**src/rtl/rate_gov_pkg.sv**
```systemverilog
// Package: shared constants and the sequencer state type for the rate governor.
// Assumes the fixed-point format is unsigned with FRAC_BITS fractional bits.
package rate_gov_pkg;
    localparam int FRAC_BITS = 32;
    localparam int ACC_BITS  = 64;
    localparam int SLOT_MUL  = 54000;

    typedef enum logic [2:0] {
        GS_IDLE,
        GS_LOWER,
        GS_UPPER,
        GS_OVH_A,
        GS_OVH_B,
        GS_FRAC
    } gov_state_t;
endpackage

```
**src/rtl/gov_div.sv**
```systemverilog
// Module: gov_div - restoring unsigned divider, one quotient bit per cycle.
// Operands are captured on start. The quotient is valid while done is high and
// stays valid until the next start. Assumes a non-zero divisor.
module gov_div #(
    parameter int DVD_W = 64,
    parameter int DVS_W = 26
) (
    input  logic             clk,
    input  logic             rst_n,
    input  logic             start,
    input  logic [DVD_W-1:0] dividend,
    input  logic [DVS_W-1:0] divisor,
    output logic             done,
    output logic [DVD_W-1:0] quot
);
    localparam int CNT_W = $clog2(DVD_W + 1);

    logic [DVD_W-1:0] dvd_q;
    logic [DVS_W-1:0] dvs_q;
    logic [DVS_W-1:0] rem_q;
    logic [CNT_W-1:0] cnt_q;
    logic             run_q;
    logic [DVS_W:0]   trial;
    logic [DVS_W:0]   diff;
    logic             take;

    // Trial subtraction for the current quotient bit.
    always_comb begin
        trial = {rem_q, dvd_q[DVD_W-1]};
        take  = (trial >= {1'b0, dvs_q});
        diff  = trial - {1'b0, dvs_q};
    end

    // Load the operands, then shift one quotient bit into the dividend register per cycle.
    always_ff @(posedge clk) begin
        if (!rst_n) begin
            dvd_q <= '0;
            dvs_q <= '0;
            rem_q <= '0;
            cnt_q <= '0;
            run_q <= 1'b0;
            done  <= 1'b0;
        end else begin
            done <= 1'b0;
            if (start) begin
                dvd_q <= dividend;
                dvs_q <= divisor;
                rem_q <= '0;
                cnt_q <= CNT_W'(DVD_W);
                run_q <= 1'b1;
            end else if (run_q) begin
                dvd_q <= {dvd_q[DVD_W-2:0], take};
                rem_q <= take ? diff[DVS_W-1:0] : trial[DVS_W-1:0];
                cnt_q <= cnt_q - CNT_W'(1);
                if (cnt_q == CNT_W'(1)) begin
                    run_q <= 1'b0;
                    done  <= 1'b1;
                end
            end
        end
    end

    assign quot = dvd_q;
endmodule

```
**src/rtl/gov_mul.sv**
```systemverilog
// Module: gov_mul - shift-and-add unsigned multiplier, one multiplier bit per cycle.
// Operands are captured on start. The full product is valid while done is high
// and stays valid until the next start.
module gov_mul #(
    parameter int A_W = 64,
    parameter int B_W = 34
) (
    input  logic               clk,
    input  logic               rst_n,
    input  logic               start,
    input  logic [A_W-1:0]     a,
    input  logic [B_W-1:0]     b,
    output logic               done,
    output logic [A_W+B_W-1:0] prod
);
    localparam int P_W   = A_W + B_W;
    localparam int CNT_W = $clog2(B_W + 1);

    logic [P_W-1:0]   acc_q;
    logic [P_W-1:0]   mc_q;
    logic [B_W-1:0]   mp_q;
    logic [CNT_W-1:0] cnt_q;
    logic             run_q;

    // Add the shifted multiplicand for each set multiplier bit.
    always_ff @(posedge clk) begin
        if (!rst_n) begin
            acc_q <= '0;
            mc_q  <= '0;
            mp_q  <= '0;
            cnt_q <= '0;
            run_q <= 1'b0;
            done  <= 1'b0;
        end else begin
            done <= 1'b0;
            if (start) begin
                acc_q <= '0;
                mc_q  <= P_W'(a);
                mp_q  <= b;
                cnt_q <= CNT_W'(B_W);
                run_q <= 1'b1;
            end else if (run_q) begin
                if (mp_q[0]) begin
                    acc_q <= acc_q + mc_q;
                end
                mc_q  <= mc_q << 1;
                mp_q  <= mp_q >> 1;
                cnt_q <= cnt_q - CNT_W'(1);
                if (cnt_q == CNT_W'(1)) begin
                    run_q <= 1'b0;
                    done  <= 1'b1;
                end
            end
        end
    end

    assign prod = acc_q;
endmodule

```
**src/rtl/rate_gov.sv**
```systemverilog
// Module: rate_gov - sequencer for the multi-stream rate-governor calculation.
// The steps run in this order: lower slot estimate, upper slot estimate, mean,
// optional compression overhead, optional error-correction overhead, then the
// lane-scaled integer and fraction. Assumes link_rate and lane_cnt are non-zero
// and that pix_clk_khz*bpp*64 fits in 32 bits.
module rate_gov
    import rate_gov_pkg::*;
#(
    parameter int PCLK_W = 20,
    parameter int LCLK_W = 20,
    parameter int LANE_W = 3,
    parameter int BPP_W  = 6,
    parameter int PBN_W  = 12,
    parameter int OVH_W  = 34
) (
    input  logic                     clk,
    input  logic                     rst_n,
    input  logic                     start,
    input  logic [PCLK_W-1:0]        pix_clk_khz,
    input  logic [LCLK_W-1:0]        link_rate,
    input  logic [LANE_W-1:0]        lane_cnt,
    input  logic [BPP_W-1:0]         bpp,
    input  logic                     cmp_en,
    input  logic [BPP_W-1:0]         cmp_bpp,
    input  logic [PBN_W-1:0]         pbn,
    input  logic [OVH_W-1:0]         dsc_ovh,
    input  logic [OVH_W-1:0]         fec_ovh,
    output logic                     busy,
    output logic                     done,
    output logic [FRAC_BITS+LANE_W-1:0] x_int,
    output logic [8:0]               y_frac
);
    localparam int FB     = FRAC_BITS;
    localparam int AW     = ACC_BITS;
    localparam int ENUM_W = LANE_W + 8;
    localparam int DEN_A  = LCLK_W + LANE_W + 3;
    localparam int DVS_W  = (DEN_A > ENUM_W) ? DEN_A : ENUM_W;
    localparam int SYM_W  = AW + LANE_W;
    localparam int P_W    = AW + OVH_W;

    gov_state_t state_q;

    logic [PCLK_W-1:0] pclk_q;
    logic [LCLK_W-1:0] lclk_q;
    logic [LANE_W-1:0] lanes_q;
    logic [BPP_W-1:0]  bpp_q;
    logic [PBN_W-1:0]  pbn_q;
    logic [OVH_W-1:0]  ovh_a_q;
    logic [OVH_W-1:0]  ovh_b_q;
    logic [AW-1:0]     lower_q;
    logic [AW-1:0]     raw_q;
    logic              div_go;
    logic              mul_go;

    logic [AW-1:0]     div_dvd;
    logic [DVS_W-1:0]  div_dvs;
    logic              div_done;
    logic [AW-1:0]     div_quot;
    logic [OVH_W-1:0]  mul_b;
    logic              mul_done;
    logic [P_W-1:0]    mul_prod;

    logic [AW:0]          mean_sum;
    logic [ENUM_W-1:0]    lane_scale;
    logic [FB+ENUM_W-1:0] frac_prod;
    logic [ENUM_W-1:0]    ts_enum;
    logic [AW-1:0]        base_fix;
    logic [SYM_W-1:0]     sym;
    logic [FB+7:0]        y_prod;

    // Operand selection for the shared divider, by sequencer step.
    always_comb begin
        case (state_q)
            GS_LOWER: begin
                div_dvd = (AW'(pclk_q) * AW'(bpp_q)) << (FB + 6);
                div_dvs = (DVS_W'(lclk_q) * DVS_W'(lanes_q)) << 3;
            end
            GS_UPPER: begin
                div_dvd = (AW'(pbn_q) * AW'(SLOT_MUL)) << FB;
                div_dvs = DVS_W'(lclk_q) * DVS_W'(lanes_q);
            end
            GS_FRAC: begin
                div_dvd = AW'(ts_enum) << FB;
                div_dvs = DVS_W'(lane_scale);
            end
            default: begin
                div_dvd = '0;
                div_dvs = DVS_W'(1);
            end
        endcase
    end

    // Overhead factor selection for the shared multiplier.
    assign mul_b = (state_q == GS_OVH_A) ? ovh_a_q : ovh_b_q;

    // Mean of the two estimates, and the fraction enumerator over 256 * lanes.
    always_comb begin
        mean_sum   = {1'b0, lower_q} + {1'b0, div_quot};
        lane_scale = {lanes_q, 8'h00};
        frac_prod  = (FB+ENUM_W)'(raw_q[FB-1:0]) * (FB+ENUM_W)'(lane_scale);
        ts_enum    = frac_prod[FB+ENUM_W-1:FB];
    end

    // Recombine the integer and the re-divided fraction, scale by lanes, and round the fraction up.
    always_comb begin
        base_fix = {raw_q[AW-1:FB], {FB{1'b0}}} + div_quot;
        sym      = SYM_W'(base_fix) * SYM_W'(lanes_q);
        y_prod   = {sym[FB-1:0], 8'h00};
    end

    gov_div #(.DVD_W(AW), .DVS_W(DVS_W)) u_div (
        .clk      (clk),
        .rst_n    (rst_n),
        .start    (div_go),
        .dividend (div_dvd),
        .divisor  (div_dvs),
        .done     (div_done),
        .quot     (div_quot)
    );

    gov_mul #(.A_W(AW), .B_W(OVH_W)) u_mul (
        .clk   (clk),
        .rst_n (rst_n),
        .start (mul_go),
        .a     (raw_q),
        .b     (mul_b),
        .done  (mul_done),
        .prod  (mul_prod)
    );

    // Sequencer: capture the operands, step through each stage, publish the result.
    always_ff @(posedge clk) begin
        if (!rst_n) begin
            state_q <= GS_IDLE;
            pclk_q  <= '0;
            lclk_q  <= '0;
            lanes_q <= '0;
            bpp_q   <= '0;
            pbn_q   <= '0;
            ovh_a_q <= '0;
            ovh_b_q <= '0;
            lower_q <= '0;
            raw_q   <= '0;
            div_go  <= 1'b0;
            mul_go  <= 1'b0;
            done    <= 1'b0;
            x_int   <= '0;
            y_frac  <= '0;
        end else begin
            done   <= 1'b0;
            div_go <= 1'b0;
            mul_go <= 1'b0;
            case (state_q)
                GS_IDLE: begin
                    if (start) begin
                        pclk_q  <= pix_clk_khz;
                        lclk_q  <= link_rate;
                        lanes_q <= lane_cnt;
                        bpp_q   <= cmp_en ? cmp_bpp : bpp;
                        pbn_q   <= pbn;
                        ovh_a_q <= dsc_ovh;
                        ovh_b_q <= fec_ovh;
                        div_go  <= 1'b1;
                        state_q <= GS_LOWER;
                    end
                end
                GS_LOWER: begin
                    if (div_done) begin
                        lower_q <= div_quot;
                        div_go  <= 1'b1;
                        state_q <= GS_UPPER;
                    end
                end
                GS_UPPER: begin
                    if (div_done) begin
                        raw_q <= mean_sum[AW:1];
                        if (ovh_a_q != '0) begin
                            mul_go  <= 1'b1;
                            state_q <= GS_OVH_A;
                        end else if (ovh_b_q != '0) begin
                            mul_go  <= 1'b1;
                            state_q <= GS_OVH_B;
                        end else begin
                            div_go  <= 1'b1;
                            state_q <= GS_FRAC;
                        end
                    end
                end
                GS_OVH_A: begin
                    if (mul_done) begin
                        raw_q <= mul_prod[FB+AW-1:FB];
                        if (ovh_b_q != '0) begin
                            mul_go  <= 1'b1;
                            state_q <= GS_OVH_B;
                        end else begin
                            div_go  <= 1'b1;
                            state_q <= GS_FRAC;
                        end
                    end
                end
                GS_OVH_B: begin
                    if (mul_done) begin
                        raw_q   <= mul_prod[FB+AW-1:FB];
                        div_go  <= 1'b1;
                        state_q <= GS_FRAC;
                    end
                end
                GS_FRAC: begin
                    if (div_done) begin
                        x_int   <= sym[SYM_W-1:FB];
                        y_frac  <= {1'b0, y_prod[FB+7:FB]} + 9'(|y_prod[FB-1:0]);
                        done    <= 1'b1;
                        state_q <= GS_IDLE;
                    end
                end
                default: state_q <= GS_IDLE;
            endcase
        end
    end

    assign busy = (state_q != GS_IDLE);
endmodule

```
**config.mk**
```make
export PLATFORM = sky130hd
export DESIGN_NAME = rate_gov
export DESIGN_NICKNAME = d
export VERILOG_FILES = /design/src/rtl/rate_gov_pkg.sv /design/src/rtl/gov_div.sv /design/src/rtl/gov_mul.sv /design/src/rtl/rate_gov.sv
export SDC_FILE = /design/constraint.sdc
export NUM_CORES = 2
export LEC_CHECK = 0
export BUFFER_PORTS_ARGS = -buffer_cell sky130_fd_sc_hd__buf_2
export CORE_AREA = 4 4 355 357
export CTS_BUF_LIST = sky130_fd_sc_hd__clkbuf_4
export DETAILED_ROUTE_END_ITERATION = 8
export DIE_AREA = 0 0 359 361
export SYNTH_ARGS = -nofsm -noshare
export SYNTH_HDL_FRONTEND = slang
export SYNTH_SLANG_ARGS = --single-unit
```
**constraint.sdc**
```tcl
create_clock -name clk -period 5.3 [get_ports clk]
set_input_delay 0.265 -clock clk [delete_from_list [all_inputs] [get_ports clk]]
set_output_delay 0.265 -clock clk [all_outputs]
set_load 0.005 [all_outputs]
```
# Word level (Yosys, flattened, before mapping)
# Index checks and enable logic that the tools add are counted.
[totals] regBits=670 ram_bits=0 memories=0 mem_bits_ro=0 latchBits=0 in_bits=139
[op_classes] n_mul=5 div=0 n_eq_ne=14 n_lt_le_gt_ge=1 mux=48 shifts=0 reduce_logical=20 add_sub_neg=7 bitwise_logic=3
[op_table] op="two-way mux 64 bit" n=6
[op_table] op="one-hot mux 64 bit (3 select lines)" n=1
[op_table] op="one-hot mux 64 bit (2 select lines)" n=1
[op_table] op="two-way mux 34 bit" n=3
[op_table] op="adder 98 bit" n=1
[op_table] op="one-hot mux 26 bit (3 select lines)" n=1
[op_table] op="nonzero test 34 bit" n=2
[op_table] op="multiplier 64 x 3 -> 67 bit" n=1
[op_table] op="adder 64 x 64 -> 65 bit" n=1
[op_table] op="adder 64 bit" n=1
[op_table] op="multiplier 32 x 3 -> 35 bit" n=1
[op_table] op="greater-or-equal comparator 27 x 26 -> 1 bit" n=1
[op_table] op="multiplier 20 x 6 -> 26 bit" n=1
[op_table] op="two-way mux 26 bit" n=1
[op_table] op="subtractor 26 bit" n=1
[op_table] op="multiplier 12 x 12 -> 24 bit, second input constant" n=1
[op_table] op="OR reduction 24 bit" n=1
[op_table] op="multiplier 20 x 3 -> 23 bit" n=1
[op_table] op="two-way mux 3 bit" n=7
[op_table] op="two-way mux 1 bit" n=20
[op_table] op="two-way mux 6 bit" n=3
[op_table] op="one-hot mux 3 bit (6 select lines)" n=1
[op_table] op="two-way mux 7 bit" n=2
[op_table] op="!= test 2 x 1 -> 1 bit, second input constant" n=6
[op_table] op="other kinds (20)" n=33

# Longest topological paths before layout
[logic_depth] word_depth=5 ltp_mapped=29 ltp_nobuf=28

# Cells and area by module
# A second synthesis with hierarchy kept.
[hier_totals] hier_cells=7602 area_unflattened_um2=57601.5
[by_module_without_submodules] mod="rate_gov" area_each_um2=34755.8 cells_each=4697 instances=1 seq_area_each_um2=6145.9
[by_module_without_submodules] mod="gov_mul" area_each_um2=15736.3 cells_each=2057 instances=1 seq_area_each_um2=4764.6
[by_module_without_submodules] mod="gov_div" area_each_um2=7109.3 cells_each=848 instances=1 seq_area_each_um2=2502.4

# Least setup slack after synthesis
# No wires, ideal clock.
[synth_timing] path_kind="register to register" startpoint="reg u_div.dvd_q[32] (netlist: u_div.quot[32])" endpoint="reg x_int[33]" stages_incl_launch_ff=27 path_buffers=1 setup_time_ns=0.079 arrival_ns=5.175 path_slack_ns=0.046 period_less_slack_ns=5.254 path_cell_list="dfxtp_1 > ha_1 > inv_1 > fa_1 > nor2b_1 > o21ai_0 > a21boi_1 > o21bai_1 > a31oi_1 > o21ai_0 > nand2b_1 > a21oi_1 > xnor2_1 > nand2_1 > fa_1 > inv_1 > ha_1 > clkbuf_1 > nand2_1 > nor2_1 > nand3_1 > or4_1 > nand2b_1 > o211ai_1 > a211oi_1 > or4_1 > o211ai_1"
[synth_between] elab_chain_len=2
[synth_lines] element="start, declared" line="gov_div.sv:18" rtl="logic [DVD_W-1:0] dvd_q;"
[synth_lines] element="start signal, assigned" line="gov_div.sv:46" rtl="dvd_q <= dividend;"
[synth_lines] element="start signal, assigned" line="gov_div.sv:52" rtl="dvd_q <= {dvd_q[DVD_W-2:0], take};"
[synth_lines] element="adder 64 bit" line="rate_gov.sv:106" rtl="base_fix = {raw_q[AW-1:FB], {FB{1'b0}}} + div_quot;"
[synth_lines] element="multiplier 64 x 3 -> 67 bit" line="rate_gov.sv:107" rtl="sym = SYM_W'(base_fix) * SYM_W'(lanes_q);"
[synth_lines] element="end signal, assigned" line="rate_gov.sv:210" rtl="x_int <= sym[SYM_W-1:FB];"
[synth_lines] element="end, declared" line="rate_gov.sv:30" rtl="output logic [FRAC_BITS+LANE_W-1:0] x_int,"
# No other way between the ends.
# A chain may end at the register's enable or synchronous reset.

# Worst setup path after layout
[layout_timing] startpoint="reg raw_q[32]" endpoint="reg x_int[33]"
[layout_between] elab_chain_len=2
[layout_lines] element="start, declared" line="rate_gov.sv:51" rtl="logic [AW-1:0] raw_q;"
[layout_lines] element="start signal, assigned" line="rate_gov.sv:176" rtl="raw_q <= mean_sum[AW:1];"
[layout_lines] element="start signal, assigned" line="rate_gov.sv:191" rtl="raw_q <= mul_prod[FB+AW-1:FB];"
[layout_lines] element="start signal, assigned" line="rate_gov.sv:203" rtl="raw_q <= mul_prod[FB+AW-1:FB];"
[layout_lines] element="adder 64 bit" line="rate_gov.sv:106"
[layout_lines] element="multiplier 64 x 3 -> 67 bit" line="rate_gov.sv:107"
# No other way between the ends.

==> tab_implementation.tex <==
\begin{tabular}{lr}
\hline
Metric & Value \\
\hline
\multicolumn{2}{l}{\textbf{Power and ir drop}} \\
\quad Worst vdd rail ir drop & 0.2040 mV \\
\quad Total power density per cell area & 190.2 mW/mm\^{}2 \\
\quad Pleak & 29.49 nW \\
\multicolumn{2}{l}{\textbf{Die}} \\
\quad Floorplan die height & 361 um \\
\quad Area of the die & 0.1296 mm\^{}2 \\
\quad Starting utilization of the core area & 0.4462 \\
\quad Total I/O pin count & 185 \\
\quad Horiz. Die Dim & 359 um \\
\quad Std cell rows & 129 \\
\quad Core Area & 0.1230 mm\^{}2 \\
\multicolumn{2}{l}{\textbf{Timing}} \\
\quad Unrepaired setup endpoints after global routing & yes \\
\quad Final setup violating endpoints & 0 \\
\quad Final cycle utilization of the critical path & 0.9994 \\
\quad Post-route clock skew & 0.07527 ns \\
\quad Setup TNS & 0 ns \\
\quad Final Critical Period & 5.297 ns \\
\quad Maximum clock frequency & 0.1888 GHz \\
\quad Slew at the pin closest to its max-slew limit & 1.097 ns \\
\quad Max-slew headroom at the worst pin & 0.2685 \\
\quad Final Hold Violating Endpoints & 0 \\
\quad Max-slew violations & 0 \\
\multicolumn{2}{l}{\textbf{Clocking}} \\
\quad Root buffer cell & sky130\_fd\_sc\_hd\_\_clkbuf\_4 \\
\quad Deepest clock path buffer count & 3 \\
\quad Clock tree sinks & 666 \\
\quad Worst skew pair latency & 1.17 ns \\
\quad TritonCTS buffer count & 190 \\
\quad Clock-pin transition on the worst setup and hold timing paths & 0.08 ns \\
\quad H-tree level count & 4 \\
\quad TritonCTS clock tree & yes \\
\multicolumn{2}{l}{\textbf{Job}} \\
\quad Max-Cap Viols & 0 \\
\multicolumn{2}{l}{\textbf{Finish}} \\
\quad Commonest non-fill, non-tap cells in the layout & sky130\_fd\_sc\_hd\_\_nand2\_1 (1,293), sky130\_fd\_sc\_hd\_\_a21oi\_1 (744), sky130\_fd\_sc\_hd\_\_dfxtp\_1 (652) \\
\quad Number of nets in the layout & 8,725 \\
\quad Most common cell after layout, fill and taps aside & sky130\_fd\_sc\_hd\_\_nand2\_1 \\
\quad Share of layout cells above drive strength 1 & 0.1055 \\
\quad Final Core Density & 0.5369 \\
\quad Synthesis-to-layout area growth & 20.32\% \\
\quad Layout filler cell count & 11,586 \\
\multicolumn{2}{l}{\textbf{Yosys}} \\
\quad Post-synth top area share & 0.2429 \\
\quad Primary flip-flop cell chosen by synthesis mapping & sky130\_fd\_sc\_hd\_\_dfxtp\_1 \\
\quad Yosys Warn Count & 0 \\
\quad Share of synthesized flip-flops with an asynchronous set or reset & 0 \\
\quad Seq cells post-synth & 666 \\
\quad Number of enable-type register cells in the synthesized netlist & 0 \\
\quad Cell taking the most area after synthesis & sky130\_fd\_sc\_hd\_\_dfxtp\_1 \\
\quad Mean area per synthesized cell & 7.628 um\^{}2 \\
\quad Number of distinct library cells after synthesis & 100 \\
\quad Synthesized Nets & 8,039 \\
\quad Cell count after synthesis & 7,195 \\
\quad Mapped cell area & 0.05488 mm\^{}2 \\
\quad Sequential-to-total area share from yosys stat & 0.2429 \\
\quad Top area cells in the synthesized netlist & sky130\_fd\_sc\_hd\_\_dfxtp\_1 (24\%), sky130\_fd\_sc\_hd\_\_ha\_1 (11\%), sky130\_fd\_sc\_hd\_\_nand2\_1 (8.9\%) \\
\multicolumn{2}{l}{\textbf{Detailed routing}} \\
\quad Post-DR wirelength/cell & 19.80 um \\
\quad Detail Route Antenna Nets & 0 \\
\quad Via count & 55,001 \\
\quad Total Wirelength & 191,700 um \\
\quad Number of design-rule violations left by the first detailed-router iteration & 4,697 \\
\quad First-pass iteration count of the detailed router & 9 \\
\quad DRC & 1 \\
\quad Average via count per standard cell & 5.681 \\
\multicolumn{2}{l}{\textbf{Worst hold path}} \\
\quad Hold path cells & 4 \\
\quad Hold Path Class & input port to register \\
\multicolumn{2}{l}{\textbf{Placed design}} \\
\quad Gp weighted congestion & 0.9303 \\
\quad Count of input and output buffers & 184 \\
\quad Hpwl dp & 132,100 um \\
\multicolumn{2}{l}{\textbf{Setup path}} \\
\quad Arrival time at the worst endpoint & 6.38 ns \\
\quad Data required time of the worst path & 6.38 ns \\
\quad Depth of the most critical reg-to-reg path & 26 \\
\quad Number of cells on the critical path & 26 \\
\quad CP endpoint kind & register \\
\quad Critical path's top delay family & compound AO/OA/AOI/OAI gates \\
\quad Kind of start point of the critical path & register \\
\quad Crit-path max cell delay & 0.55 ns \\
\quad Cell with the biggest individual delay on the critical path & sky130\_fd\_sc\_hd\_\_fa\_1 \\
\quad Critical Setup Path Class & register to register \\
\quad Critical path buffer and inverter count & 4 \\
\quad Max FO, Critical Path & 4 \\
\multicolumn{2}{l}{\textbf{Outcome}} \\
\quad Result of the run & finished, violations left \\
\quad Failing checks & DRC \\
\multicolumn{2}{l}{\textbf{Global route}} \\
\quad Via count of the first global-routing pass & 53,333 \\
\quad Pin count of the biggest net entering global routing & 167 \\
\quad Global-route wire length before repair & 299,600 um \\
\quad Combined global-route utilization of all metal layers & 0.2847 \\
\quad Overflow left after global routing & 0 \\
\quad Initial antenna violation count & 23 \\
\hline
\end{tabular}
-- layer usage --
layer / up-vias / part of all wire / GRT usage
li1: 26264 / - / -
met1: 26174 / 0.44 / 0.3809
met2: 1953 / 0.45 / 0.4471
met3: 590 / 0.067 / 0.05761
met4: 20 / 0.042 / 0.1226
met5: - / 0.00068 / 0.0003631
-- stage by stage --
step / hold slack (ns) / power [mW] / cell area (um^2) / std cells / setup WS [ns]
after floorplan: 0.4010 / 6.620 / 54880 / 7195 / 0.04578
after global placement: 0.4389 / 7.170 / 58010 / 8808 / -0.1206
after detailed placement: 0.4408 / 7.185 / 58010 / 8808 / -0.1006
after CTS: 0.06409 / 12.51 / 65480 / 9652 / -0.06113
after global routing: 0.1596 / 13.18 / 66030 / 9679 / -0.3473
final: 0.2251 / 12.56 / 66030 / 9682 / 0.003288
-- where the power goes --
part	internal [mW]	switching, mW
registers	5.09	0.128
logic	1.01	1.28
clock network	2.54	2.51
-- layout make-up --
class,instances,area (um^2),share of cell area
multi-input cells,5581,38380,0.5812
flip-flops and latches,666,13370,0.2024
repair buffers,904,7724,0.1170
clock buffers,275,2064,0.03126
well taps,1637,2048,0.03102
inverters,538,2027,0.03070
clock inverters,68,390.4,0.005912
diodes,13,32.53,0.0004926
-- cells in the mapped netlist, types with 34 or more instances --
master	number
sky130_fd_sc_hd__a31oi_1	50
sky130_fd_sc_hd__buf_1	55
sky130_fd_sc_hd__o22ai_1	42
sky130_fd_sc_hd__nor2_1	501
sky130_fd_sc_hd__and3_1	48
sky130_fd_sc_hd__a21oi_1	753
sky130_fd_sc_hd__dfxtp_1	666
sky130_fd_sc_hd__xor2_1	106
sky130_fd_sc_hd__inv_1	537
sky130_fd_sc_hd__a311oi_1	68
sky130_fd_sc_hd__o21ai_0	284
sky130_fd_sc_hd__nand3_1	115
sky130_fd_sc_hd__nand2b_1	46
sky130_fd_sc_hd__and2_1	110
sky130_fd_sc_hd__nor4_1	34
sky130_fd_sc_hd__nand2_1	1298
sky130_fd_sc_hd__o21ai_1	44
sky130_fd_sc_hd__mux2i_1	188
sky130_fd_sc_hd__a21o_1	194
sky130_fd_sc_hd__a211oi_1	87
sky130_fd_sc_hd__o21a_1	48
sky130_fd_sc_hd__xnor2_1	206
sky130_fd_sc_hd__nand4_1	92
sky130_fd_sc_hd__nor3_1	72
sky130_fd_sc_hd__fa_1	239
sky130_fd_sc_hd__nor2b_1	77
sky130_fd_sc_hd__o21bai_1	66
sky130_fd_sc_hd__ha_1	466
sky130_fd_sc_hd__clkbuf_1	346
-- kinds of logic (layout without fill, tap and decap cells) --
family	count (synthesis)	in the layout	synth area share
simple gates	2477	2477	0.1979
compound gates	1897	1897	0.2161
buf+inv	948	1785	0.06516
fa+ha+maj	705	705	0.1934
flops	666	666	0.2429
xor+xnor	312	312	0.04979
mux	190	190	0.03470
other cells	0	13	0
-- path summary, 6_finish.rpt --
kind	start	end	slack [ns]
min reg2reg	x_int[17]	x_int[17]	0.45
max	raw_q[32]	x_int[33]	0.003
max reg2reg	raw_q[32]	x_int[33]	0.003
min	rst_n	state_q[2]	0.23
-- what timing repair did --
action,CTS,global route
hold buffers,500,0
setup endpoints to repair,6,37
pin swaps,2,33
buffers inserted,1,17
hold endpoints to repair,352,0
gates resized for setup,3,74
-- worst reg2reg max path: stages (launching register included) --
cell	delay, ns
sky130_fd_sc_hd__dfxtp_2	0.36
sky130_fd_sc_hd__ha_4	0.14
sky130_fd_sc_hd__inv_2	0.04
sky130_fd_sc_hd__fa_2	0.35
sky130_fd_sc_hd__nor2b_1	0.11
sky130_fd_sc_hd__o21ai_1	0.09
sky130_fd_sc_hd__a21boi_1	0.17
sky130_fd_sc_hd__o21bai_1	0.13
sky130_fd_sc_hd__a31oi_2	0.32
sky130_fd_sc_hd__a31oi_4	0.18
sky130_fd_sc_hd__buf_6	0.16
sky130_fd_sc_hd__o311ai_4	0.21
sky130_fd_sc_hd__buf_4	0.16
sky130_fd_sc_hd__nand4_1	0.11
sky130_fd_sc_hd__a31oi_1	0.18
sky130_fd_sc_hd__or3_1	0.17
sky130_fd_sc_hd__nand3_2	0.09
sky130_fd_sc_hd__fa_1	0.55
sky130_fd_sc_hd__inv_2	0.06
sky130_fd_sc_hd__ha_4	0.26
sky130_fd_sc_hd__and3_4	0.17
sky130_fd_sc_hd__and3_4	0.20
sky130_fd_sc_hd__nand2b_4	0.05
sky130_fd_sc_hd__o211ai_1	0.29
sky130_fd_sc_hd__a211oi_2	0.07
sky130_fd_sc_hd__or4_1	0.53
sky130_fd_sc_hd__o211ai_1	0.09
-- registers in the layout, summed over array words and instances (netlist names), 12 cells and up --
name / count
x_int: 35
u_div.rem_q: 26
ovh_b_q: 34
pbn_q: 12
raw_q: 64
u_mul.mc_q: 96
lclk_q: 20
u_mul.prod: 96
u_div.dvs_q: 26
pclk_q: 20
u_div.quot: 64
ovh_a_q: 34
lower_q: 64
u_mul.mp_q: 34
Note: power is estimated with default switching activity, not from simulation.
